File: config.mk
export PLATFORM = sky130hd
export DESIGN_NAME = standby_ctrl
export DESIGN_NICKNAME = d
export VERILOG_FILES = /design/src/rtl/stby_pkg.sv /design/src/rtl/stby_rst_sync.sv /design/src/rtl/stby_wake_detect.sv /design/src/rtl/stby_wdt_guard.sv /design/src/rtl/stby_clk_map.sv /design/src/rtl/stby_fsm.sv /design/src/rtl/standby_ctrl.sv
export SDC_FILE = /design/constraint.sdc
export NUM_CORES = 1
export LEC_CHECK = 0
export ABC_AREA = 1
export BUFFER_PORTS_ARGS = -buffer_cell sky130_fd_sc_hd__buf_4
export CELL_PAD_IN_SITES_DETAIL_PLACEMENT = 0
export CELL_PAD_IN_SITES_GLOBAL_PLACEMENT = 1
export CORE_MARGIN = 2
export CORE_UTILIZATION = 26
export DETAILED_ROUTE_END_ITERATION = 8
export GPL_ROUTABILITY_DRIVEN = 0
export HOLD_SLACK_MARGIN = 0.06
export PLACE_DENSITY_LB_ADDON = 0.1
export REMOVE_ABC_BUFFERS = 1
export SLEW_MARGIN = 20
export SYNTH_ARGS = -nofsm -noshare
export SYNTH_HDL_FRONTEND = slang
export SYNTH_HIERARCHICAL = 1
export SYNTH_SLANG_ARGS = --single-unit
File: constraint.sdc
create_clock -name clk -period 1.2 [get_ports clk]
set_input_delay 0.06 -clock clk [delete_from_list [all_inputs] [get_ports clk]]
set_output_delay 0.06 -clock clk [all_outputs]
set_load 0.05 [all_outputs]
File: src/rtl/stby_pkg.sv
package stby_pkg;
  typedef enum logic [1:0] {
    ST_WARM  = 2'd0,
    ST_RUN   = 2'd1,
    ST_LIGHT = 2'd2,
    ST_DEEP  = 2'd3
  } stby_state_e;

  typedef struct packed {
    logic deep;
    logic req;
  } ctrl_word_t;
endpackage

File: src/rtl/stby_rst_sync.sv
module stby_rst_sync #(
  parameter int STAGES = 2
) (
  input  logic clk,
  input  logic rst_n_in,
  output logic rst_n_out
);
  logic [STAGES-1:0] sync_q;

  always_ff @(posedge clk or negedge rst_n_in) begin
    if (!rst_n_in) sync_q <= '0;
    else           sync_q <= {sync_q[STAGES-2:0], 1'b1};
  end

  assign rst_n_out = sync_q[STAGES-1];
endmodule

File: src/rtl/stby_wake_detect.sv
module stby_wake_detect #(
  parameter int SRC_W = 8
) (
  input  logic [SRC_W-1:0] int_latch,
  input  logic [SRC_W-1:0] int_enable,
  output logic             wake
);
  logic [SRC_W-1:0] armed;

  for (genvar i = 0; i < SRC_W; i++) begin : g_src
    assign armed[i] = int_latch[i] & int_enable[i];
  end

  assign wake = |armed;
endmodule

File: src/rtl/stby_wdt_guard.sv
module stby_wdt_guard #(
  parameter int GUARD = 4
) (
  input  logic clk,
  input  logic rst_n,
  input  logic wdt_irq,
  output logic block
);
  localparam int CW = $clog2(GUARD + 1);

  logic [CW-1:0] cnt_q, cnt_d;
  logic          cnt_en;

  always_comb begin
    cnt_en = wdt_irq || (cnt_q != '0);
    if (wdt_irq) cnt_d = CW'(GUARD);
    else         cnt_d = cnt_q - 1'b1;
  end

  always_ff @(posedge clk or negedge rst_n) begin
    if (!rst_n)      cnt_q <= '0;
    else if (cnt_en) cnt_q <= cnt_d;
  end

  assign block = wdt_irq || (cnt_q != '0);
endmodule

File: src/rtl/stby_clk_map.sv
module stby_clk_map
  import stby_pkg::*;
#(
  parameter int PERIPH_W = 6,
  parameter int TBT_BIT  = 0
) (
  input  stby_state_e         state,
  output logic [PERIPH_W-1:0] periph_clk_en,
  output logic                cpu_clk_en
);
  logic gate_others;

  assign gate_others = (state == ST_DEEP) || (state == ST_WARM);
  assign cpu_clk_en  = (state == ST_RUN);

  for (genvar i = 0; i < PERIPH_W; i++) begin : g_clk
    if (i == TBT_BIT) begin : g_tbt
      assign periph_clk_en[i] = 1'b1;
    end else begin : g_other
      assign periph_clk_en[i] = !gate_others;
    end
  end
endmodule

File: src/rtl/stby_fsm.sv
module stby_fsm
  import stby_pkg::*;
(
  input  logic        clk,
  input  logic        rst_n,
  input  logic        sys_reset_req,
  input  logic        warmup_done,
  input  logic        ctrl_wr,
  input  ctrl_word_t  ctrl_wdata,
  input  logic        wake,
  input  logic        wdt_block,
  input  logic        master_ie,
  output stby_state_e state,
  output logic        resume_pulse,
  output logic        resume_service
);
  stby_state_e state_q, state_d;
  logic        pulse_q, pulse_d;
  logic        svc_q, svc_d;
  logic        accept;

  assign accept = ctrl_wr && ctrl_wdata.req && !wake && !wdt_block;

  always_comb begin
    state_d = state_q;
    pulse_d = 1'b0;
    svc_d   = svc_q;
    unique case (state_q)
      ST_WARM:  if (warmup_done) state_d = ST_RUN;
      ST_RUN:   if (accept) state_d = ctrl_wdata.deep ? ST_DEEP : ST_LIGHT;
      ST_LIGHT, ST_DEEP: begin
        if (wake) begin
          state_d = ST_RUN;
          pulse_d = 1'b1;
          svc_d   = master_ie;
        end
      end
      default:  state_d = ST_WARM;
    endcase
    if (sys_reset_req) begin
      state_d = ST_WARM;
      pulse_d = 1'b0;
      svc_d   = 1'b0;
    end
  end

  always_ff @(posedge clk or negedge rst_n) begin
    if (!rst_n) begin
      state_q <= ST_WARM;
      pulse_q <= 1'b0;
      svc_q   <= 1'b0;
    end else begin
      state_q <= state_d;
      pulse_q <= pulse_d;
      svc_q   <= svc_d;
    end
  end

  assign state          = state_q;
  assign resume_pulse   = pulse_q;
  assign resume_service = svc_q;
endmodule

File: src/rtl/standby_ctrl.sv
module standby_ctrl
  import stby_pkg::*;
#(
  parameter int SRC_W     = 8,
  parameter int PERIPH_W  = 6,
  parameter int TBT_BIT   = 0,
  parameter int WDT_GUARD = 4
) (
  input  logic                clk,
  input  logic                rst_n,
  input  logic                sys_reset_req,
  input  logic                warmup_done,
  input  logic                ctrl_wr,
  input  logic [1:0]          ctrl_wdata,
  input  logic [SRC_W-1:0]    int_latch,
  input  logic [SRC_W-1:0]    int_enable,
  input  logic                master_ie,
  input  logic                wdt_irq,
  output logic                standby_bit,
  output logic                standby_active,
  output logic                standby_deep,
  output logic                cpu_clk_en,
  output logic [PERIPH_W-1:0] periph_clk_en,
  output logic                resume_pulse,
  output logic                resume_service,
  output logic                run_ready
);
  logic        rst_n_s;
  logic        wake;
  logic        wdt_block;
  stby_state_e state;
  ctrl_word_t  wword;

  assign wword = ctrl_word_t'(ctrl_wdata);

  stby_rst_sync #(.STAGES(2)) u_rst (
    .clk(clk), .rst_n_in(rst_n), .rst_n_out(rst_n_s)
  );

  stby_wake_detect #(.SRC_W(SRC_W)) u_wake (
    .int_latch(int_latch), .int_enable(int_enable), .wake(wake)
  );

  stby_wdt_guard #(.GUARD(WDT_GUARD)) u_guard (
    .clk(clk), .rst_n(rst_n_s), .wdt_irq(wdt_irq), .block(wdt_block)
  );

  stby_fsm u_fsm (
    .clk(clk), .rst_n(rst_n_s), .sys_reset_req(sys_reset_req),
    .warmup_done(warmup_done), .ctrl_wr(ctrl_wr), .ctrl_wdata(wword),
    .wake(wake), .wdt_block(wdt_block), .master_ie(master_ie),
    .state(state), .resume_pulse(resume_pulse),
    .resume_service(resume_service)
  );

  stby_clk_map #(.PERIPH_W(PERIPH_W), .TBT_BIT(TBT_BIT)) u_clk (
    .state(state), .periph_clk_en(periph_clk_en), .cpu_clk_en(cpu_clk_en)
  );

  assign standby_active = (state == ST_LIGHT) || (state == ST_DEEP);
  assign standby_deep   = (state == ST_DEEP);
  assign standby_bit    = standby_active;
  assign run_ready      = (state == ST_RUN);
endmodule

==> results of run 1 <==
## cells in the final DEF, fill, tap and decap left out
cell type,synthesis,routed
a21oi_2,0,1
buf_4,6,34
buf_6,0,6
buf_8,0,5
clkbuf_1,1,1
clkbuf_4,0,3
conb_1,2,2
dfrtp_1,9,9
dlygate4sd3_1,0,4
ha_1,3,1
ha_4,0,2
inv_1,13,6
inv_2,2,7
inv_6,0,1
inv_8,0,1
nand2_1,29,27
nand2_2,3,4
nand2_4,0,1
nand3_1,7,4
nand3_2,0,3
nand4_1,2,2
nor2_1,7,6
nor2_4,0,2
nor3_4,0,1
o21ai_1,0,1
## sequential cells by signal, indices dropped and copies added, names as in the netlist
signal                cells
u_guard/cnt_q             3
u_fsm/resume_pulse        1
u_fsm/resume_service      1
u_rst/sync_q              2
u_fsm/state               2
## repair_timing
| action | in CTS | in global routing |
|---|---|---|
| endpoints found under the setup margin | 6 | 9 |
| hold buffers | 4 | 0 |
| pin swaps | 2 | 8 |
| endpoints found under the hold margin | 5 | 0 |
| resized for setup | 24 | 19 |
| buffers inserted | 3 | 3 |
## power by group through the flow
stage	Combinational, mW	Clock (mW)	Sequential, mW
floorplan	0.766	0	0.554
global placement	1.66	0	0.454
detailed placement	1.67	0	0.454
CTS	2.14	0.239	0.438
finish	2.36	0.230	0.446
global route	2.52	0.257	0.458
## worst max-delay path by stage
| stage | start | to | cells after the start |
|---|---|---|---|
| after floorplan | u_fsm/state[1]$_DFFE_PN0P_ | periph_clk_en[1] | 3 |
| after global placement | u_guard/cnt_q[1]$_DFFE_PN0P_ | u_fsm/state[0]$_DFFE_PN0P_ | 9 |
| after detailed placement | u_guard/cnt_q[0]$_DFFE_PN0P_ | u_fsm/state[0]$_DFFE_PN0P_ | 9 |
| after CTS | u_fsm/state[1]$_DFFE_PN0P_ | periph_clk_en[5] | 4 |
| after global routing | u_guard/cnt_q[0]$_DFFE_PN0P_ | u_fsm/state[0]$_DFFE_PN0P_ | 9 |
| final | u_fsm/state[0]$_DFFE_PN0P_ | periph_clk_en[5] | 3 |
## layer usage
| layer | vias up | global-route usage [%] | routed length, um |
|---|---|---|---|
| met3 | 0 | 4.598 | 128 |
| met4 | 0 | 1.282 | 0 |
| met1 | 286 | 12.81 | 611 |
| li1 | 349 | - | - |
| met2 | 34 | 22.36 | 842 |
| met5 | - | 0 | 0 |
## stage by stage
stage | setup TNS [ns] | total power, mW | setup slack [ns] | hold WS (ns)
2_1_floorplan | -10.63 | 1.320 | -1.683 | -0.2356
3_3_place_gp | 0 | 2.117 | 0.05859 | -0.1570
3_5_place_dp | 0 | 2.124 | 0.03662 | -0.1561
4_1_cts | -0.2470 | 2.815 | -0.04622 | 0.1083
5_1_grt | -0.6716 | 3.233 | -0.1075 | 0.1182
6_report | -0.1861 | 3.038 | -0.03616 | 0.1028
## layout make-up
class                   instances  area (um^2)  share of cell area (%)
well taps                      28        35.03                   3.077
multi-input cells              57        345.3                   30.33
flip-flops and latches          9        225.2                   19.78
clock buffers                   4        26.28                   2.308
repair buffers                 49        437.9                   38.46
inverters                      15        68.82                   6.044
## worst max-delay path, stage by stage, from the launching register on
cell	delay, ns
dfrtp_1	0.42
ha_4	0.28
inv_8	0.08
buf_8	0.14
## logic make-up (layout without fill, tap and decap cells)
group / count (synthesis) / count (layout)
AO/OA/AOI/OAI: 2 / 2
other: 2 / 2
AND/OR/NAND/NOR: 50 / 50
adder cells (fa/ha/maj): 3 / 3
flip-flops: 9 / 9
buffers and inverters: 22 / 68
==> impl_metrics.json, run 1 <==
{
  "design_area_um2": 1139,
  "dr.pass1.iters": 4,
  "synth-simple-area-share_pct": 36.10,
  "p_clk_share_pct": 7.6,
  "yosys.area.top_type": "dfrtp_1",
  "fin_ws_ns": -0.03616,
  "peakVddDrop_mv": 2.316,
  "grt_pass1_wl_mm": 2.387,
  "r2r-end": "u_fsm/state[0]$_DFFE_PN0P_",
  "worst_setup_path_end_kind": "output pin",
  "die_y_um": 52.16,
  "netlist_instances": 88,
  "path_clk_slew_ns": 0.06,
  "cts_sinks": 9,
  "synth_seq_cells": 9,
  "critPathKind": "reg -> out",
  "fin_worst_skew_ns": 0.006201,
  "wl_mm": 1.581,
  "p_leak_nw": 0.6189,
  "hp-class": "reg -> async",
  "r2r_cells": 8,
  "dieArea_um2": 2721,
  "vias": 669,
  "status": "finished, violations left",
  "intPower_mw": 1.479,
  "synth.most_common_cell": "nand2_1",
  "synth_edf_count": 0,
  "final_nets": 163,
  "die_w_um": 52.16,
  "synth_area_leaders": "dfrtp_1, nand2_1, inv_1",
  "ant_nets": 0,
  "clk_latency_ns": 0.26,
  "synth_fa_ha_area_share_pct": 6.224,
  "synthFlopType": "dfrtp_1",
  "drive_gt1_share_pct": 52.99,
  "diodes": 0,
  "synth_compound_area_share_pct": 1.660,
  "synth_xor_area_share_pct": 0,
  "cp.arrival_ns": 1.18,
  "cts_root_buf": "clkbuf_4",
  "placed_cells": 149,
  "dp_hpwl_mm": 1.128,
  "layout.cells.non_filler": 162,
  "reg2reg_from": "u_fsm/state[1]$_DFFE_PN0P_",
  "critical_path_required_ns": 1.14,
  "syn2layout_area_growth_pct": 88.80,
  "numCtsBuffers": 3,
  "first_global_vias": 623,
  "clock.fmax_ghz": 0.8090,
  "final_hold_viol_count": 0,
  "seqPwrFrac_pct": 14.7,
  "ios": 38,
  "netSwitchingFraction_pct": 51.30,
  "grt_overflow": 0,
  "fp-row-count": 17,
  "h-tree-depth": 1,
  "syn-cell-area_um2": 603.1,
  "cp_max_fo": 5,
  "grt_max_degree": 8,
  "n_fill_cell": 236,
  "utilization_pct": 51.47,
  "avgViaCountPerCell": 4.130,
  "setup_viol": 7,
  "cts_buffer_depth": 2,
  "ys_async_sr_fraction_pct": 100.0,
  "synth.area.mux_share_pct": 0,
  "violations": "setup timing",
  "antenna_found_initial": 0,
  "worstSetupStartpointType": "flip-flop",
  "grt_usage_pct": 11.87,
  "numPortBuffers": 36,
  "syn_area_per_cell_um2": 6.853,
  "p_switching_mw": 1.559,
  "yosysTopAreaCellShare_pct": 37.34,
  "drt_iter0_drc": 2,
  "period_needed_ns": 1.236,
  "maxCapViolCount": 0,
  "ys_types": 16,
  "ys_warn_count": 6,
  "p_per_area_nw_per_um2": 2668,
  "power_frac_comb_pct": 77.7,
  "drv_slew": 0,
  "core_area_um2": 2212,
  "rrSetupSlack_ns": -0.01,
  "synthTopCellsByCount": "nand2_1, inv_1, dfrtp_1, nand3_1, nor2_1",
  "seq_area_frac_synth_pct": 37.34,
  "cts_tree": "done",
  "route.detailed.drc": 0,
  "period_share_pct": 103.0,
  "postPlaceCellArea_um2": 889.6,
  "wl_per_cell_um": 9.759,
  "synth_top_family_by_area": "simple AND/OR/NAND/NOR gates",
  "grt_setup_unrepaired": "yes",
  "start_util_pct": 27.26
}
No activity file was read; power rests on OpenSTA's default activity.
==> inputs of run 2 (changes only) <==
ABC_AREA = 0   (was 1)
GPL_TIMING_DRIVEN = 0   (was unset)
SKIP_CTS_REPAIR_TIMING = 1   (was unset)
==> run 2 against run 1 <==
Effect of this change:
- the flow still finishes with violations (setup timing)
- first-iteration DRC count increased to 4.5 times the previous value
- register-to-register slack got worse by 0.30 ns
- combinational power decreased by 78%
- core utilization increased by 0.40 points
- via count decreased by 17%
- power decreased by 63%
- synthesized cell count decreased by 39%
==> impl_metrics.json, run 2 <==
{
  "clk_latency_ns": 0.25,
  "p_leak_nw": 0.4798,
  "netlist_instances": 54,
  "postPlaceCellArea_um2": 783.3,
  "n_fill_cell": 184,
  "grt_overflow": 0,
  "numCtsBuffers": 3,
  "setup_viol": 8,
  "p_per_area_nw_per_um2": 1124,
  "critical_path_required_ns": 1.33,
  "final_hold_viol_count": 0,
  "cts_sinks": 9,
  "reg2reg_from": "u_guard/cnt_q[0]$_DFFE_PN0P_",
  "rrSetupSlack_ns": -0.31,
  "worstSetupStartpointType": "flip-flop",
  "vias": 555,
  "first_global_vias": 507,
  "peakVddDrop_mv": 0.7191,
  "ios": 38,
  "yosys.area.top_type": "dfrtp_1",
  "ys_async_sr_fraction_pct": 100.0,
  "critPathKind": "reg -> reg",
  "regArea_um2": 227.7,
  "fin_worst_skew_ns": 0.0006525,
  "syn2layout_area_growth_pct": 90.76,
  "drive_gt1_share_pct": 61.22,
  "core_area_um2": 1942,
  "r2r-end": "u_fsm/state[0]$_DFFE_PN0P_",
  "start_util_pct": 27.19,
  "synth_area_leaders": "dfrtp_1, buf_4, ha_1",
  "grt_usage_pct": 11.47,
  "cp_max_fo": 3,
  "place_ws_ns": -0.3876,
  "numPortBuffers": 36,
  "path_clk_slew_ns": 0.06,
  "worst_setup_path_end_kind": "flip-flop",
  "seq_area_frac_synth_pct": 42.65,
  "ys_types": 23,
  "multi_input_area_um2": 281.5,
  "final_cell_mix": "buf_4, dfrtp_1, buf_8, dlygate4sd3_1, a22oi_1",
  "synthFlopType": "dfrtp_1",
  "synthTopCellsByCount": "dfrtp_1, buf_4, inv_1, a22oi_1",
  "diodes": 0,
  "synth_top_family_by_area": "simple AND/OR/NAND/NOR gates",
  "regMostFlops": "u_guard/cnt_q",
  "cts_tree": "done",
  "hold_ws_ns": 0.1143,
  "status": "finished, violations left",
  "r2r_cells": 7,
  "hp-class": "reg -> async",
  "drt_iter0_drc": 9,
  "clock.fmax_ghz": 0.6608,
  "cts_buffer_depth": 2,
  "synth.area.mux_share_pct": 2.844,
  "period_needed_ns": 1.513,
  "final_nets": 127,
  "period_share_pct": 126.1,
  "synth_compound_area_share_pct": 12.56,
  "synth_xor_area_share_pct": 0,
  "crit_path_max_incr_delay_ns": 0.39,
  "violations": "setup timing",
  "wl_mm": 1.402,
  "synth_seq_cells": 9,
  "wl_per_cell_um": 11.22,
  "synth_fa_ha_area_share_pct": 7.109,
  "cts_root_buf": "clkbuf_4",
  "fin_ws_ns": -0.3134,
  "grt_max_degree": 11,
  "grt_setup_unrepaired": "yes",
  "ant_nets": 0,
  "yosysTopAreaCellShare_pct": 42.65,
  "antenna_found_initial": 0,
  "route.detailed.drc": 0,
  "dr.pass1.iters": 4,
  "design_area_um2": 1007,
  "synth.most_common_cell": "dfrtp_1",
  "maxCapViolCount": 0,
  "path_buf_inv": 1,
  "layout_commonest_cell": "buf_4",
  "critPathTopFamily": "simple AND/OR/NAND/NOR gates",
  "largest_reg_flops": 3,
  "syn-cell-area_um2": 528.0,
  "ys_warn_count": 6,
  "die_w_um": 49.07,
  "grt_pass1_wl_mm": 2.076,
  "slowest_stage": "dfrtp_1",
  "fp-row-count": 16,
  "h-tree-depth": 1,
  "syn_area_per_cell_um2": 9.778,
  "synth_edf_count": 0,
  "cp.arrival_ns": 1.64,
  "synth-simple-area-share_pct": 20.62,
  "dieArea_um2": 2407,
  "worstPathCellList": "inv_2 > ha_4 > nand2b_4 > or2_1 > nand4b_1 > nor4_2 > nor4_1",
  "drv_slew": 0,
  "avgViaCountPerCell": 4.440,
  "die_y_um": 49.07
}
run 2: power breakdown:
group,total [mW],switching (mW),internal [mW]
sequential,0.391,0.0420,0.349
combinational,0.516,0.235,0.281
clock,0.225,0.0970,0.128
total,1.13,0.374,0.758
run 2: worst max path at each step:
stage,startpoint,to,slack (ns),cells past startpoint
floorplan,u_fsm/state[1]$_DFFE_PN0P_,periph_clk_en[1],-1.70,3
global placement,u_guard/cnt_q[0]$_DFFE_PN0P_,u_fsm/state[0]$_DFFE_PN0P_,-0.38,7
detailed placement,u_guard/cnt_q[0]$_DFFE_PN0P_,u_fsm/state[0]$_DFFE_PN0P_,-0.39,7
CTS,u_guard/cnt_q[0]$_DFFE_PN0P_,u_fsm/state[0]$_DFFE_PN0P_,-0.40,7
global route,u_guard/cnt_q[0]$_DFFE_PN0P_,u_fsm/state[0]$_DFFE_PN0P_,-0.40,7
finish,u_guard/cnt_q[0]$_DFFE_PN0P_,u_fsm/state[0]$_DFFE_PN0P_,-0.31,7
run 2: area by class of cell:
cell class / instances / area share, %
flip-flops and latches: 9 / 22.61
well taps: 27 / 3.354
inverters: 5 / 2.609
clock buffers: 4 / 2.609
multi-input cells: 33 / 27.95
repair buffers: 47 / 40.87
run 2: stage by stage:
stage / setup TNS [ns] / util (%) / power [mW] / cells
floorplan: -10.69 / - / 0.6567 / 47
global placement: -0.9890 / 40.34 / 0.7820 / 110
detailed placement: -0.9417 / 40.34 / 0.7853 / 110
CTS: -2.563 / 41.69 / 1.024 / 114
global route: -1.434 / 51.87 / 1.225 / 125
finish: -0.8993 / 51.87 / 1.132 / 125
run 2: cells by family (layout without fill, tap and decap cells):
kind of cell / Yosys count / in the layout
AOI/OAI and AO/OA: 9 / 9
adders and majority gates: 3 / 3
buffers and inverters: 12 / 56
DFF: 9 / 9
muxes: 1 / 1
other: 2 / 2
and+or+nand+nor: 18 / 18
run 2: per-layer routing:
layer	track usage, %	part of all wire [%]
met5	0	0
met4	4.286	0
met3	5.521	6.7
met2	18.02	52
met1	13.44	42
==> inputs of run 3 (changes only) <==
clock period = 1.7 ns   (was 1.2 ns; I/O delays follow)
==> run 3 against run 2 <==
Effect of this change:
- via count shrank 6.7%
- the run now ends clean
- combinational power shrank 45%
- largest cell class unchanged
- power shrank 37%
- largest power group unchanged
- sequential power shrank 31%
- die area is the same
- core utilization shrank 8.3 points
==> impl_metrics.json, run 3 (same netlist as run 2, synthesis figures left out) <==
{
  "status": "completed",
  "setup_viol": 0,
  "hp-class": "in -> reg",
  "p_per_area_nw_per_um2": 842.7,
  "p_switching_mw": 0.2343,
  "fp-row-count": 16,
  "numPortBuffers": 36,
  "vias": 518,
  "worstSetupStartpointType": "flip-flop",
  "finalPower_mw": 0.7127,
  "netSwitchingFraction_pct": 32.88,
  "slowest_stage": "dfrtp_1",
  "maxCapViolCount": 0,
  "die_w_um": 49.07,
  "wl_mm": 1.243,
  "syn2layout_area_growth_pct": 60.19,
  "grt.met2_usage_pct": 18.02,
  "regMostFlops": "u_guard/cnt_q",
  "dieArea_um2": 2407,
  "grt_setup_unrepaired": "no",
  "path_clk_slew_ns": 0.06,
  "antenna_found_initial": 0,
  "grt_max_degree": 11,
  "whs_path_depth": 3,
  "route.detailed.drc": 0,
  "power_frac_comb_pct": 39.8,
  "intPower_mw": 0.4784,
  "critPathTopFamily": "simple AND/OR/NAND/NOR gates",
  "fin_ws_ns": 0.1300,
  "peakVddDrop_mv": 0.4941,
  "cts_tree": "done",
  "first_global_vias": 507,
  "cts_root_buf": "clkbuf_4",
  "ios": 38,
  "ant_nets": 0,
  "grt_overflow": 0,
  "numCtsBuffers": 3,
  "dr.pass1.iters": 4,
  "crit_path_max_incr_delay_ns": 0.38,
  "drt_iter0_drc": 9,
  "p_clk_share_pct": 22.2,
  "h-tree-depth": 1,
  "largest_reg_flops": 3,
  "path_buf_inv": 1,
  "period_share_pct": 92.35,
  "cp_max_fo": 3,
  "cts_buffer_depth": 2,
  "core_area_um2": 1942,
  "clk_latency_ns": 0.25,
  "p_leak_nw": 0.4223,
  "path_depth": 6,
  "cp.arrival_ns": 1.72,
  "period_needed_ns": 1.570,
  "worstPathCellList": "inv_1 > ha_1 > nand2b_4 > or2_1 > nand4b_1 > a211oi_1",
  "grt_usage_pct": 11.47,
  "die_y_um": 49.07,
  "utilization_pct": 43.56,
  "final_cell_mix": "buf_4, dfrtp_1, inv_1, a22oi_1",
  "critical_path_required_ns": 1.86,
  "cts_sinks": 9,
  "use_met3_pct": 5.521,
  "layout_commonest_cell": "buf_4",
  "diodes": 0,
  "drive_gt1_share_pct": 46.67,
  "seqPwrFrac_pct": 38.0,
  "avgViaCountPerCell": 4.427,
  "final_hold_viol_count": 0,
  "grt_pass1_wl_mm": 2.076,
  "grt-busiest-layer": "met2",
  "wl_per_cell_um": 10.62,
  "gr-usage-met1_pct": 13.44,
  "worst_setup_path_end_kind": "flip-flop",
  "start_util_pct": 27.19,
  "final_nets": 119,
  "fin_worst_skew_ns": 0.0002026,
  "r2r_cells": 6,
  "place_ws_ns": 0.1124,
  "critPathKind": "reg -> reg",
  "drv_slew": 0,
  "clock.fmax_ghz": 0.6370
}
run 3: changes by cell type in the layout (fill, tap and decap cells not counted), sizes merged:
| cell | before | now |
|---|---|---|
| buf | 43 | 36 |
| dlygate4sd3 | 4 | 3 |
run 3: final timing paths:
kind	startpoint	end	slack, ns
setup / recovery	u_guard/cnt_q[0]$_DFFE_PN0P_	u_fsm/state[1]$_DFFE_PN0P_	0.13
max in group asynchronous	u_rst/sync_q[1]$_DFF_PN0_	u_guard/cnt_q[1]$_DFFE_PN0P_	1.37
min in group asynchronous	u_rst/sync_q[1]$_DFF_PN0_	u_fsm/resume_service$_DFFE_PN0P_	0.11
setup reg to reg	u_guard/cnt_q[0]$_DFFE_PN0P_	u_fsm/state[1]$_DFFE_PN0P_	0.13
hold reg to reg	u_rst/sync_q[1]$_DFF_PN0_	u_fsm/resume_service$_DFFE_PN0P_	0.11
hold / removal	master_ie	u_fsm/resume_service$_DFFE_PN0P_	0.10
run 3: per-layer routing:
layer | wire length [um] | vias to the layer above
li1 | - | 252
met1 | 523 | 244
met2 | 627 | 22
met3 | 91 | 0
met4 | 0 | 0
met5 | 0 | -
run 3: tightest hold or removal path, stage by stage:
cell     delay (ns)
buf_4          0.11
nand3_1        0.07
a21oi_1        0.06
run 3: stage by stage:
step | std cells | hold slack, ns | area [um^2] | TNS [ns]
after floorplan | 47 | -0.2106 | 479.2 | -6.138
after global placement | 110 | -0.1328 | 783.3 | 0
after detailed placement | 110 | -0.1323 | 783.3 | 0
after CTS | 114 | -0.4093 | 809.5 | 0
after global routing | 117 | 0.08255 | 845.8 | 0
final | 117 | 0.1006 | 845.8 | 0
run 3: final cells by class:
type                            count  area [um^2]
Timing Repair Buffer               39        300.3
Clock buffer                        4        26.28
Sequential cell                     9        225.2
Inverter                            5        18.77
Fill cell                         203         1096
Tap cell                           27        33.78
Multi-Input combinational cell     33        241.5
run 3: power by group through the flow:
| stage | clock [mW] | combinational [mW] | sequential (mW) |
|---|---|---|---|
| 5_1_grt | 0.191 | 0.315 | 0.276 |
| 3_5_place_dp | 0 | 0.280 | 0.275 |
| 4_1_cts | 0.167 | 0.283 | 0.272 |
| 2_1_floorplan | 0 | 0.194 | 0.269 |
| 3_3_place_gp | 0 | 0.278 | 0.274 |
| 6_report | 0.158 | 0.283 | 0.271 |
